**config.mk**
```make
export PLATFORM = sky130hd
export DESIGN_NAME = lsport_rule_monitor
export DESIGN_NICKNAME = d
export VERILOG_FILES = /design/src/rtl/lsmon_pkg.sv /design/src/rtl/lsmon_track.sv /design/src/rtl/lsmon_rules.sv /design/src/rtl/lsmon_sticky.sv /design/src/rtl/lsport_rule_monitor.sv
export SDC_FILE = /design/constraint.sdc
export NUM_CORES = 1
export LEC_CHECK = 0
export BUFFER_PORTS_ARGS = -buffer_cell sky130_fd_sc_hd__buf_2
export CORE_ASPECT_RATIO = 1.2
export CORE_MARGIN = 2
export CORE_UTILIZATION = 40
export CTS_BUF_LIST = sky130_fd_sc_hd__clkbuf_8 sky130_fd_sc_hd__clkbuf_16
export DETAILED_ROUTE_END_ITERATION = 10
export GPL_ROUTABILITY_DRIVEN = 0
export HOLD_SLACK_MARGIN = 0.1
export SYNTH_ARGS = -nofsm -noshare
export SYNTH_HDL_FRONTEND = slang
export SYNTH_SLANG_ARGS = --single-unit
```
**constraint.sdc**
```tcl
create_clock -name clk -period 1.55 [get_ports clk]
set_input_delay 0.0775 -clock clk [delete_from_list [all_inputs] [get_ports clk]]
set_output_delay 0.0775 -clock clk [all_outputs]
set_load 0.005 [all_outputs]
```
**src/rtl/lsmon_pkg.sv**
```systemverilog
package lsmon_pkg;

   localparam int unsigned NRULE = 13;

   localparam int unsigned B_BOTH_SEL  = 0;
   localparam int unsigned B_REQ_BUSY  = 1;
   localparam int unsigned B_BUSY_LOST = 2;
   localparam int unsigned B_ADR_MOVED = 3;
   localparam int unsigned B_ACK_LONG  = 4;
   localparam int unsigned B_EXC_LONG  = 5;
   localparam int unsigned B_EXC_BUSY  = 6;
   localparam int unsigned B_LD_LONG   = 7;
   localparam int unsigned B_LD_BUSY   = 8;
   localparam int unsigned B_ST_EARLY  = 9;
   localparam int unsigned B_ST_LONG   = 10;
   localparam int unsigned B_ST_BUSY   = 11;
   localparam int unsigned B_ACK_EXC   = 12;

   typedef struct packed {
      logic rise;      // select edge this cycle
      logic drop_ok;   // busy may be low this cycle
      logic active;    // operation open
      logic adr_held;  // address captured for this operation
      logic acked;     // address accepted earlier in this operation
      logic ack_q;
      logic exc_q;
      logic ld_q;
      logic st_q;
   } trk_t;

endpackage

```
**src/rtl/lsmon_track.sv**
```systemverilog
module lsmon_track
   import lsmon_pkg::*;
#(
   parameter int unsigned ADDR_W = 32
) (
   input  logic              clk,
   input  logic              rst_n,
   input  logic              ld_sel,
   input  logic              st_sel,
   input  logic              adr_vld,
   input  logic [ADDR_W-1:0] adr_val,
   input  logic              adr_ack,
   input  logic              adr_exc,
   input  logic              ld_vld,
   input  logic              st_vld,
   output trk_t              trk,
   output logic [ADDR_W-1:0] adr_ref
);

   logic req_q, active_q, held_q, acked_q;
   logic ack_q, exc_q, ld_q, st_q;
   logic req, rise, drop_ok, fin;

   always_comb begin
      req     = ld_sel | st_sel;
      rise    = req & ~req_q;
      drop_ok = adr_exc | ld_vld | st_q;
      fin     = active_q & drop_ok & ~rise;
   end

   always_ff @(posedge clk or negedge rst_n) begin
      if (!rst_n) begin
         req_q    <= 1'b0;
         active_q <= 1'b0;
         held_q   <= 1'b0;
         acked_q  <= 1'b0;
         ack_q    <= 1'b0;
         exc_q    <= 1'b0;
         ld_q     <= 1'b0;
         st_q     <= 1'b0;
         adr_ref  <= '0;
      end else begin
         req_q    <= req;
         ack_q    <= adr_ack;
         exc_q    <= adr_exc;
         ld_q     <= ld_vld;
         st_q     <= st_vld;
         active_q <= rise | (active_q & ~drop_ok);
         if (rise) begin
            held_q  <= adr_vld;
            adr_ref <= adr_val;
         end else if (fin) begin
            held_q  <= 1'b0;
         end else if (active_q & ~held_q & adr_vld) begin
            held_q  <= 1'b1;
            adr_ref <= adr_val;
         end
         if (rise)
            acked_q <= adr_ack;
         else if (fin)
            acked_q <= 1'b0;
         else if (adr_ack)
            acked_q <= 1'b1;
      end
   end

   always_comb begin
      trk.rise     = rise;
      trk.drop_ok  = drop_ok;
      trk.active   = active_q;
      trk.adr_held = held_q;
      trk.acked    = acked_q;
      trk.ack_q    = ack_q;
      trk.exc_q    = exc_q;
      trk.ld_q     = ld_q;
      trk.st_q     = st_q;
   end

endmodule

```
**src/rtl/lsmon_rules.sv**
```systemverilog
module lsmon_rules
   import lsmon_pkg::*;
#(
   parameter int unsigned ADDR_W = 32
) (
   input  logic              ld_sel,
   input  logic              st_sel,
   input  logic              busy,
   input  logic              adr_vld,
   input  logic [ADDR_W-1:0] adr_val,
   input  logic              adr_ack,
   input  logic              adr_exc,
   input  logic              ld_vld,
   input  logic              st_vld,
   input  trk_t              trk,
   input  logic [ADDR_W-1:0] adr_ref,
   output logic [NRULE-1:0]  hit
);

   always_comb begin
      hit = '0;
      hit[B_BOTH_SEL]  = ld_sel & st_sel;
      hit[B_REQ_BUSY]  = trk.rise & busy;
      hit[B_BUSY_LOST] = trk.active & ~busy & ~trk.drop_ok;
      hit[B_ADR_MOVED] = busy & trk.adr_held & (~adr_vld | (adr_val != adr_ref));
      hit[B_ACK_LONG]  = adr_ack & trk.ack_q;
      hit[B_EXC_LONG]  = adr_exc & trk.exc_q;
      hit[B_EXC_BUSY]  = adr_exc & busy;
      hit[B_LD_LONG]   = ld_vld & trk.ld_q;
      hit[B_LD_BUSY]   = ld_vld & busy;
      hit[B_ST_EARLY]  = st_vld & ~trk.acked;
      hit[B_ST_LONG]   = st_vld & trk.st_q;
      hit[B_ST_BUSY]   = trk.st_q & busy;
      hit[B_ACK_EXC]   = adr_ack & adr_exc;
   end

endmodule

```
**src/rtl/lsmon_sticky.sv**
```systemverilog
module lsmon_sticky #(
   parameter int unsigned N = 13
) (
   input  logic         clk,
   input  logic         rst_n,
   input  logic         clr,
   input  logic [N-1:0] hit,
   output logic [N-1:0] flags
);

   for (genvar i = 0; i < N; i++) begin : g_bit
      always_ff @(posedge clk or negedge rst_n) begin
         if (!rst_n)
            flags[i] <= 1'b0;
         else if (clr)
            flags[i] <= 1'b0;
         else if (hit[i])
            flags[i] <= 1'b1;
      end
   end

endmodule

```
**src/rtl/lsport_rule_monitor.sv**
```systemverilog
module lsport_rule_monitor
   import lsmon_pkg::*;
#(
   parameter int unsigned ADDR_W = 32
) (
   input  logic              clk,
   input  logic              rst_n,
   input  logic              clr,
   input  logic              ld_sel,
   input  logic              st_sel,
   input  logic              busy,
   input  logic              adr_vld,
   input  logic [ADDR_W-1:0] adr_val,
   input  logic              adr_ack,
   input  logic              adr_exc,
   input  logic              ld_vld,
   input  logic              st_vld,
   output logic [NRULE-1:0]  err_code,
   output logic              err_any
);

   if (ADDR_W < 1 || ADDR_W > 128) begin : g_bad_width
      $error("lsport_rule_monitor: ADDR_W out of range");
   end

   trk_t              trk;
   logic [ADDR_W-1:0] adr_ref;
   logic [NRULE-1:0]  hit;

   lsmon_track #(.ADDR_W(ADDR_W)) u_track (
      .clk     (clk),
      .rst_n   (rst_n),
      .ld_sel  (ld_sel),
      .st_sel  (st_sel),
      .adr_vld (adr_vld),
      .adr_val (adr_val),
      .adr_ack (adr_ack),
      .adr_exc (adr_exc),
      .ld_vld  (ld_vld),
      .st_vld  (st_vld),
      .trk     (trk),
      .adr_ref (adr_ref)
   );

   lsmon_rules #(.ADDR_W(ADDR_W)) u_rules (
      .ld_sel  (ld_sel),
      .st_sel  (st_sel),
      .busy    (busy),
      .adr_vld (adr_vld),
      .adr_val (adr_val),
      .adr_ack (adr_ack),
      .adr_exc (adr_exc),
      .ld_vld  (ld_vld),
      .st_vld  (st_vld),
      .trk     (trk),
      .adr_ref (adr_ref),
      .hit     (hit)
   );

   lsmon_sticky #(.N(NRULE)) u_sticky (
      .clk   (clk),
      .rst_n (rst_n),
      .clr   (clr),
      .hit   (hit),
      .flags (err_code)
   );

   assign err_any = |err_code;

endmodule

```
==> metrics.yaml <==
holdCritPathClass: "input port to flop"
totalWireLength_mm: 4.828
nNetsFinal: 331
die_h_um: 87.67
antenna_found_initial: 0
met1_length_mm: 2.119
initial_core_util_pct: 41.44
grt_usage_pct: 16.20
yosysWarnings: 0
num_antenna_cells: 0
worst_slack_ns: -0.007850
grt_overflow: 0
worst-endpoint-required_ns: 1.72
period_minus_slack_ns: 1.558
cts_root_buf: "clkbuf_8"
routedWlPerCell_um: 13.72
worst_hold_slack_ns: 0.1192
layout_common_cells: "buf_2, dfrtp_1, dlygate4sd3_1"
final_common_cell: "buf_2"
power_density_nw_per_um2: 964.3
worstPathArrival_ns: 1.73
yosysTopAreaCell: "dfrtp_1"
clock_sinks: 53
dp_slack_ns: -0.1439
maxSlewViolCount: 0
ys_ff_latch: 53
cts_tree: "built"
viasPerCell: 4.920
synth-seq-area-share_pct: 56.84
post_cts_buffers: 0
fin_crit_sh_pct: 100.5
grt_max_degree: 54
fin_tns_setup_ns: -0.007850
cts_buffers: 5
die-area_um2: 6463
syn_area_um2: 2333
antenna_left: 0
route.met2.wl_mm: 2.435
synth_cell_types: 24
relSlewSlack_pct: 80.97
power_w: 0.003149
cp-end-kind: "flop"
drc: 0
crit_type: "flop to flop"
design.core.area_um2: 5630
hpwl_mm: 3.138
rsz0062_at_grt: "yes"
row_count: 30
synthCells: 180
port_buffers: 56
top_layer: "met4"
synthToLayoutAreaGrowth_pct: 39.95
leakagePower_nw: 1.503
failed_checks: "negative setup slack"
clock_latency_ns: 0.30
syn_avg_cell_area_um2: 12.96
route.met3.wl_um: 207
drive_above_1_share_pct: 37.15
dr.pass1.iters: 4
htreeDepth: 2
status: "finished, violations left"
io_pins: 57
clockBufferDepth: 2
fillers: 486
fmax_ghz: 0.6419
setup_viol: 1
drt_iter0_markers: 45
crit_path_start_kind: "flop"
worst_pin_slew_ns: 0.2854
ys_top_cells_by_area: "dfrtp_1, mux2_2, xor2_1"
grt_first_pass_wirelength_mm: 8.086
crit_fanout: 2
grt_pass1_vias: 1787
netlist.area_leader.share_pct: 56.84
finalCoreUtilization_pct: 58.00
drv_cap: 0
fin_skew_ns: 0.003077
hold_violations: 0
syn_nets: 223
vias: 1732
ir_worst_vdd_mv: 0.5693
clk_pin_slew_ns: 0.09
fp.dieW_um: 73.73
-- worst max-delay path, stage by stage, from the launching register on --
cell,delay (ns)
dfrtp_1,0.39
xor2_1,0.15
nor4_2,0.33
nand4b_1,0.17
nor4_2,0.27
a211oi_1,0.12
-- power by group --
part	total, W	switching [W]	internal, W	leakage [nW]
Clock	0.000760	0.000412	0.000349	0.0485
Combinational	0.000680	0.000264	0.000416	0.815
Sequential	0.00171	0.000132	0.00158	0.640
-- cell usage after synthesis, drive strengths merged --
library cell and n:
nor2 17, inv 1, mux2 32, a31oi 1, nand2 5, a21oi 13, nand4b 1, a211oi 1
clkbuf 1, xor2 23, nor2b 1, nor3 3, nand2b 1, nor3b 2, dfrtp 53, nand4 4
buf 3, or2 1, xnor2 9, nor4 8
-- stage by stage --
| stage | instances | cell area, µm² |
|---|---|---|
| after floorplan | 180 | 2333 |
| after global placement | 302 | 2726 |
| after detailed placement | 302 | 2726 |
| after CTS | 352 | 3262 |
| after global routing | 352 | 3266 |
| final | 352 | 3266 |
-- cell type report --
cell class / count / area (µm²) / share of cell area (%)
flip-flops and latches: 53 / 1326 / 40.61
multi-input cells: 122 / 984.7 / 30.15
repair buffers: 105 / 784.5 / 24.02
clock buffers: 6 / 82.58 / 2.529
well taps: 64 / 80.08 / 2.452
clock inverters: 1 / 3.754 / 0.1149
inverters: 1 / 3.754 / 0.1149
-- sequential cells by signal, summed over array words and instances, names as in the netlist --
signal            flops
u_track.acked_q       1
u_track.ld_q          1
u_track.req_q         1
u_track.st_q          1
u_track.adr_ref      32
u_track.held_q        1
u_track.ack_q         1
u_sticky.flags       13
u_track.active_q      1
u_track.exc_q         1
-- path summary, 6_finish.rpt --
check                                    start  cells after the start             endpoint  slack [ns]
max in group asynchronous                rst_n                      3  u_track.adr_ref[15]        1.01
hold reg to reg                   u_track.ld_q                      2    u_sticky.flags[7]        0.49
setup reg to reg           u_track.adr_ref[24]                      5    u_sticky.flags[3]      -0.008
setup / recovery           u_track.adr_ref[24]                      5    u_sticky.flags[3]      -0.008
min in group asynchronous                rst_n                      3  u_track.adr_ref[11]        0.30
hold / removal                             clr                      2    u_sticky.flags[7]        0.12
-- repair_timing --
action / CTS / global route
endpoints found under the hold margin: 98 / 0
pin swaps: 7 / 0
hold buffers: 43 / 0
gates resized for setup: 3 / 1
endpoints found under the setup margin: 1 / 33
-- metal layers --
layer,track usage (%),vias up
li1,-,838
met1,20.18,837
met2,28.08,51
met3,3.337,6
met4,4.959,0
met5,0,-
-- logic make-up (layout without fill, tap and decap cells) --
kind of cell	after synthesis	in the layout	share of synthesized area, %
flip-flops	53	53	56.84
AND/OR/NAND/NOR	43	43	10.08
XOR/XNOR	32	32	12.01
multiplexers	32	32	15.92
AO/OA/AOI/OAI	15	15	3.378
buffers and inverters	5	113	1.769
(Power assumes the default switching activity.)
